### config.mk
export PLATFORM = sky130hd
export DESIGN_NAME = ext_irq_unit
export DESIGN_NICKNAME = d
export VERILOG_FILES = /design/src/rtl/eiu_pkg.sv /design/src/rtl/eiu_sync.sv /design/src/rtl/eiu_edge_det.sv /design/src/rtl/eiu_chg_det.sv /design/src/rtl/ext_irq_unit.sv
export SDC_FILE = /design/constraint.sdc
export NUM_CORES = 1
export LEC_CHECK = 0
export BUFFER_PORTS_ARGS = -buffer_cell sky130_fd_sc_hd__buf_4
export CAP_MARGIN = 20
export CELL_PAD_IN_SITES_DETAIL_PLACEMENT = 0
export CELL_PAD_IN_SITES_GLOBAL_PLACEMENT = 1
export CORE_UTILIZATION = 45
export CTS_CLUSTER_DIAMETER = 40
export DETAILED_ROUTE_END_ITERATION = 8
export PLACE_DENSITY = 0.9
export SYNTH_ARGS = -nofsm -noshare
export SYNTH_HDL_FRONTEND = slang
export SYNTH_SLANG_ARGS = --single-unit
### constraint.sdc
create_clock -name clk -period 1.8 [get_ports clk]
set_input_delay 0.36 -clock clk [delete_from_list [all_inputs] [get_ports clk]]
set_output_delay 0.36 -clock clk [all_outputs]
set_load 0.05 [all_outputs]
### src/rtl/eiu_pkg.sv
// Package: shared constants and register selects of the external interrupt unit.
// Assumes a byte-wide register port with four addressable registers.
package eiu_pkg;
    localparam int DATA_W  = 8;
    localparam int GIE_BIT = 7;

    typedef enum logic [1:0] {
        REG_EDGE   = 2'd0,
        REG_ENABLE = 2'd1,
        REG_PRIO   = 2'd2,
        REG_FLAG   = 2'd3
    } reg_sel_e;
endpackage

### src/rtl/eiu_sync.sv
// Module: eiu_sync
// Two-stage synchronizer for a vector of asynchronous inputs, plus a fill
// counter that reports when downstream detectors hold genuine history.
// Assumes each bit is an independent level; no bus coherence is needed.
module eiu_sync #(
    parameter int W = 8
) (
    input  logic         clk,
    input  logic         rst_n,
    input  logic [W-1:0] d_i,
    output logic [W-1:0] q_o,
    output logic         valid_o
);
    localparam int FILL = 3;
    localparam int CW   = $clog2(FILL + 1);

    logic [W-1:0]  s1_q;
    logic [CW-1:0] fill_q;

    // Two flops in series to resolve metastability.
    always_ff @(posedge clk) begin
        if (!rst_n) begin
            s1_q <= '0;
            q_o  <= '0;
        end else begin
            s1_q <= d_i;
            q_o  <= s1_q;
        end
    end

    // Count cycles since reset until synchronizer and history are filled.
    always_ff @(posedge clk) begin
        if (!rst_n) begin
            fill_q <= '0;
        end else if (fill_q != CW'(FILL)) begin
            fill_q <= fill_q + 1'b1;
        end
    end

    assign valid_o = (fill_q == CW'(FILL));
endmodule

### src/rtl/eiu_edge_det.sv
// Module: eiu_edge_det
// Per-bit edge detector with a selectable polarity: a 1 in rise_sel_i picks
// rising edges, a 0 picks falling edges. Emits a one-cycle hit per edge.
// Assumes sample_i is already synchronous to clk.
module eiu_edge_det #(
    parameter int W = 4
) (
    input  logic         clk,
    input  logic         rst_n,
    input  logic [W-1:0] sample_i,
    input  logic         valid_i,
    input  logic [W-1:0] rise_sel_i,
    output logic [W-1:0] hit_o
);
    logic [W-1:0] prev_q;

    // Hold the previous synchronized sample for comparison.
    always_ff @(posedge clk) begin
        if (!rst_n) prev_q <= '0;
        else        prev_q <= sample_i;
    end

    for (genvar b = 0; b < W; b++) begin : g_bit
        logic rise, fall;
        assign rise     = sample_i[b] & ~prev_q[b];
        assign fall     = ~sample_i[b] & prev_q[b];
        assign hit_o[b] = valid_i & (rise_sel_i[b] ? rise : fall);

        // A selected edge cannot repeat on the very next cycle.
        AST_HIT_SINGLE: assert property (@(posedge clk) disable iff (!rst_n)
            hit_o[b] |=> !hit_o[b]);
    end
endmodule

### src/rtl/eiu_chg_det.sv
// Module: eiu_chg_det
// Group change detector: compares the synchronized group with the value
// captured one cycle earlier and reports any mismatch as a single hit.
// Assumes sample_i is already synchronous to clk.
module eiu_chg_det #(
    parameter int W = 4
) (
    input  logic         clk,
    input  logic         rst_n,
    input  logic [W-1:0] sample_i,
    input  logic         valid_i,
    output logic         hit_o
);
    logic [W-1:0] cap_q;

    // Capture the group every cycle as the reference for the next.
    always_ff @(posedge clk) begin
        if (!rst_n) cap_q <= '0;
        else        cap_q <= sample_i;
    end

    assign hit_o = valid_i & (sample_i != cap_q);
endmodule

### src/rtl/ext_irq_unit.sv
// Module: ext_irq_unit (top)
// Edge-triggered external interrupt unit: synchronizes pins and a change
// group, latches sticky flags, gates them by enables, routes them by
// priority to two request outputs and raises a wake-up for a sleeping core.
// Assumes NUM_PINS + 1 <= 7 so every source fits below the global enable bit.
module ext_irq_unit
    import eiu_pkg::*;
#(
    parameter int NUM_PINS = 4,
    parameter int CHG_W    = 4
) (
    input  logic                clk,
    input  logic                rst_n,
    input  logic [NUM_PINS-1:0] pin_i,
    input  logic [CHG_W-1:0]    chg_i,
    input  logic [1:0]          addr_i,
    input  logic                wr_en_i,
    input  logic [DATA_W-1:0]   wr_data_i,
    output logic [DATA_W-1:0]   rd_data_o,
    output logic                irq_hi_o,
    output logic                irq_lo_o,
    output logic                wake_o
);
    localparam int NSRC   = NUM_PINS + 1;
    localparam int CHG_IX = NUM_PINS;
    localparam int SYN_W  = NUM_PINS + CHG_W;

    reg_sel_e            sel;
    logic [SYN_W-1:0]    syn_q;
    logic                syn_valid;
    logic [NUM_PINS-1:0] pin_hit;
    logic                chg_hit;
    logic [NSRC-1:0]     set_vec;
    logic [NSRC-1:0]     clr_vec;
    logic [NUM_PINS-1:0] edge_q;
    logic [NSRC-1:0]     en_q;
    logic [NSRC-1:1]     prio_q;
    logic [NSRC-1:0]     prio_eff;
    logic [NSRC-1:0]     flag_q;
    logic [NSRC-1:0]     pend;
    logic                gie_q;
    logic                unused_wr_bits;

    assign sel = reg_sel_e'(addr_i);

    eiu_sync #(.W(SYN_W)) u_sync (
        .clk     (clk),
        .rst_n   (rst_n),
        .d_i     ({chg_i, pin_i}),
        .q_o     (syn_q),
        .valid_o (syn_valid)
    );

    eiu_edge_det #(.W(NUM_PINS)) u_edge (
        .clk        (clk),
        .rst_n      (rst_n),
        .sample_i   (syn_q[NUM_PINS-1:0]),
        .valid_i    (syn_valid),
        .rise_sel_i (edge_q),
        .hit_o      (pin_hit)
    );

    eiu_chg_det #(.W(CHG_W)) u_chg (
        .clk      (clk),
        .rst_n    (rst_n),
        .sample_i (syn_q[SYN_W-1:NUM_PINS]),
        .valid_i  (syn_valid),
        .hit_o    (chg_hit)
    );

    assign set_vec = {chg_hit, pin_hit};
    assign clr_vec = (wr_en_i && sel == REG_FLAG) ? wr_data_i[NSRC-1:0] : '0;

    // Software-written configuration registers.
    always_ff @(posedge clk) begin
        if (!rst_n) begin
            edge_q <= '1;
            en_q   <= '0;
            prio_q <= '1;
            gie_q  <= 1'b0;
        end else if (wr_en_i) begin
            case (sel)
                REG_EDGE:   edge_q <= wr_data_i[NUM_PINS-1:0];
                REG_ENABLE: begin
                    en_q  <= wr_data_i[NSRC-1:0];
                    gie_q <= wr_data_i[GIE_BIT];
                end
                REG_PRIO:   prio_q <= wr_data_i[NSRC-1:1];
                default:    ;
            endcase
        end
    end

    // Sticky flags: hardware set takes precedence over a software clear.
    always_ff @(posedge clk) begin
        if (!rst_n) flag_q <= '0;
        else        flag_q <= (flag_q & ~clr_vec) | set_vec;
    end

    // Combinational read mux.
    always_comb begin
        rd_data_o = '0;
        case (sel)
            REG_EDGE:   rd_data_o[NUM_PINS-1:0] = edge_q;
            REG_ENABLE: begin
                rd_data_o[NSRC-1:0] = en_q;
                rd_data_o[GIE_BIT]  = gie_q;
            end
            REG_PRIO:   rd_data_o[NSRC-1:0] = prio_eff;
            REG_FLAG:   rd_data_o[NSRC-1:0] = flag_q;
            default:    ;
        endcase
    end

    // Request routing and wake-up generation.
    assign prio_eff = {prio_q, 1'b1};
    assign pend     = flag_q & en_q;
    assign irq_hi_o = gie_q & |(pend & prio_eff);
    assign irq_lo_o = gie_q & |(pend & ~prio_eff);
    assign wake_o   = |pend;

    assign unused_wr_bits = ^wr_data_i[GIE_BIT-1:NSRC];

    for (genvar k = 0; k < NSRC; k++) begin : g_chk
        AST_SET_WINS: assert property (@(posedge clk) disable iff (!rst_n)
            set_vec[k] |=> flag_q[k]);
        AST_FLAG_CAUSE: assert property (@(posedge clk) disable iff (!rst_n)
            $rose(flag_q[k]) |-> $past(set_vec[k]));
        AST_FLAG_STICKY: assert property (@(posedge clk) disable iff (!rst_n)
            (flag_q[k] && !clr_vec[k]) |=> flag_q[k]);
    end

    AST_PIN0_HIGH: assert property (@(posedge clk) disable iff (!rst_n)
        (flag_q[0] && en_q[0] && gie_q) |-> irq_hi_o);
    AST_GIE_GATE: assert property (@(posedge clk) disable iff (!rst_n)
        !gie_q |-> !(irq_hi_o || irq_lo_o));
    AST_REQ_WAKES: assert property (@(posedge clk) disable iff (!rst_n)
        (irq_hi_o || irq_lo_o) |-> wake_o);
    AST_CHG_LATCH: assert property (@(posedge clk) disable iff (!rst_n)
        chg_hit |=> flag_q[CHG_IX]);
endmodule

==> results.md <==
* Register area share after synthesis at 49.45%
* Largest net degree at the start of global routing at 46
* Port Buffers at 27
* Num rows at 22
* Clk_lat worst skew at 0.29 ns
* H-tree depth at 2
* Post-route clock period utilization at 95.51%
* Root buffer cell: clkbuf_8
* CTS Buffer Depth at 2
* Final Hold Viols at 0
* Final worst path period need at 1.719 ns
* Tot GR Track Use at 16.77%
* Synth Instances at 175
* IO Count at 32
* Crit-path leading delay family: multiplexers
* Clock transition at the registers of the reported paths at 0.08 ns
* Global-route wire length before repair at 5.423 mm
* Routed via count at 1,239
* Final WL at 3.060 mm
* Share of cells above drive strength 1 at 19.40%
* Capturing point of the worst reg2reg path: flag_q[4]$_SDFF_PN0_
* Seq cells post-synth at 45
* Hold WC Path Type: in2reg
* Power per standard cell area at 900.1 nW/um2
* HPWL after DPL at 2.214 mm
* Max stage delay on crit path at 0.51 ns
* P&R area growth vs syn at 17.03%
* Vias/cell at 4.976
* YS warnings at 0
* Die boundary height at 65.63 um
* Post CTS Setup Buffer Count at 0
* DR iter-0 viols at 77
* Max cap viols at 0
* Max Slew Vio Count at 0
* Hold endpoint: u_sync.s1_q[3]$_SDFF_PN0_
* Post-detailed-route wirelength per cell at 12.29 um
* Number of distinct library cells after synthesis at 36
* Startpoint Class: register
* Fraction of registers with async set/reset at 0%
* Worst hold start: pin_i[3]
* Critical-path cell list: mux4_1 > buf_4
* Leak at 0.0009358 uW
* WP data required at 1.44 ns
* CTS resizes at 0
* Setup Skew at 0.003365 ns
* Top fanout value on the critical path at 5
* CTS tree: done
* Worst Path Arrival at 1.36 ns
* Num CTS Buffers at 5
* Setup_tns at 0 ns
* Layout Nets at 222
* Initial antenna violation count at 0
* Vias in the first global route at 1,234
* Fmax at 581.7 MHz
* EDFF count, synth at 0
* Final Wtd Congestion at 0.8987
* RSZ-0062 raised after global routing: false
* Hold-fix buffers at CTS at 0
* FF-to-FF path depth at 3
* Synthesized area per cell at 10.41 um2
* CP Capture Type: output port
* Placed insts at 241
* Outcome: finished, final reports clean
* Critical path class: reg2out
* Chip Width at 65.63 um
* Post-synth top flop: dfxtp_1
* Setup Viol. Count Final at 0
* FF-to-FF Start: u_chg.cap_q[1]$_SDFF_PN0_
* 1st-pass router iterations at 4
* Finished Layout Cells at 249
* Residual DRC at 0
* Hold Path Stages at 2
* R2R setup slack at 0.69 ns
* ANT cells at 0
* Peak VDD IR at 0.0005316 V
* CP Buf/Inv Count at 1
* Slowest stage cell, crit path: mux4_1
* Clock sink total at 45
* Antenna Nets Post-Route at 0
* Synth Cell Area at 1822 um2
* Core Region at 3771 um2
* Die Footprint at 4307 um2
* Gr ovfl total at 0
* Initial Util at 48.31%
layout make-up:
cell class,instances,area (um2)
multi-input combinational,115,849.6
fill,326,1639
tap,48,60.06
clock buffer,6,82.58
sequential,45,900.9
clock inverter,2,13.76
timing repair buffer,27,202.7
inverter,6,22.52
worst max-delay path by stage:
stage / startpoint / end / slack (ns) / cells past startpoint
floorplan: addr_i[1] / rd_data_o[0] / 0.02 / 3
global placement: addr_i[1] / rd_data_o[3] / 0.15 / 3
detailed placement: addr_i[0] / rd_data_o[1] / 0.13 / 3
CTS: en_q[2]$_SDFFE_PN0P_ / rd_data_o[2] / 0.06 / 2
global route: en_q[2]$_SDFFE_PN0P_ / rd_data_o[2] / 0.01 / 2
finish: en_q[2]$_SDFFE_PN0P_ / rd_data_o[2] / 0.08 / 2
power breakdown:
part	leakage (uW)	switching [uW]	internal (uW)	total, uW
clock network	0.0000512	314	311	624
logic	0.000516	119	104	223
registers	0.000369	29.7	1040	1070
metal layers:
layer	track usage (%)	share of wire, %	vias up
met1	19.68	46	555
met2	27.42	48	34
met5	0	0	-
met4	7.880	1.4	0
met3	5.382	4.9	4
li1	-	-	646
placed cells by master, fill, tap and decap left out, types with 2 or more instances in the layout:
cell type,netlist,routed
o211ai_1,4,4
nand3_1,2,2
a31oi_1,2,2
buf_4,3,27
conb_1,1,2
mux4_1,3,3
nor3b_1,5,4
and3b_1,4,4
o22ai_1,2,2
o21ai_0,10,9
clkbuf_8,0,6
dfxtp_1,45,45
mux2i_1,12,12
nand2_1,14,14
inv_1,6,6
and2_1,25,25
a21boi_0,5,5
xor2_1,4,4
nor2b_1,7,7
cell families after synthesis:
group,count (synthesis),share of synthesized area [%]
buf+inv,16,4.395
flops,45,49.45
fa+ha+maj,1,0.6867
compound gates,28,9.891
other cells,1,0.2058
xor+xnor,5,2.404
mux,16,11.54
simple gates,63,21.43
state kept, by name (all words and copies together), names as in the netlist:
name and count:
u_sync.q_o 8, u_sync.s1_q 8, en_q 5, flag_q 5
edge_q 4, prio_q 4, u_chg.cap_q 4, u_edge.prev_q 4
u_sync.fill_q 2, gie_q 1
Yosys cell counts, types with 2 or more instances:
cell type	n	area, um2
xor2_1	4	35.03
nor2b_1	7	43.79
and3b_1	4	35.03
a21boi_0	5	37.54
o21ai_0	10	50.05
mux2i_1	12	120.1
nand2_1	14	52.55
and2_1	25	156.4
a31oi_1	2	12.51
nor3b_1	5	37.54
dfxtp_1	45	900.9
o22ai_1	2	12.51
clkbuf_1	4	15.01
mux4_1	3	78.83
buf_4	3	22.52
o211ai_1	4	30.03
nand3_1	2	10.01
inv_1	6	22.52
metrics by stage:
| step | area [um2] | worst slack, ns | hold slack, ns | power, uW | utilization (%) |
|---|---|---|---|---|---|
| after floorplan | 1831 | 0.01581 | 0.4119 | 1252 | - |
| after global placement | 2036 | 0.1503 | 0.4167 | 1309 | 53.98 |
| after global routing | 2132 | 0.01444 | 0.2662 | 2022 | 56.54 |
| final | 2132 | 0.08081 | 0.2695 | 1919 | 56.54 |
| after CTS | 2132 | 0.05941 | 0.2594 | 1946 | 56.54 |
| after detailed placement | 2036 | 0.1306 | 0.4169 | 1321 | 53.98 |
worst register-to-register path, delay by kind of cell (launching register included):
family | cells | cell delay [ns]
compound gates | 2 | 0.52
flops | 1 | 0.32
xor+xnor | 1 | 0.15
Power figures use the tool's default switching activity.
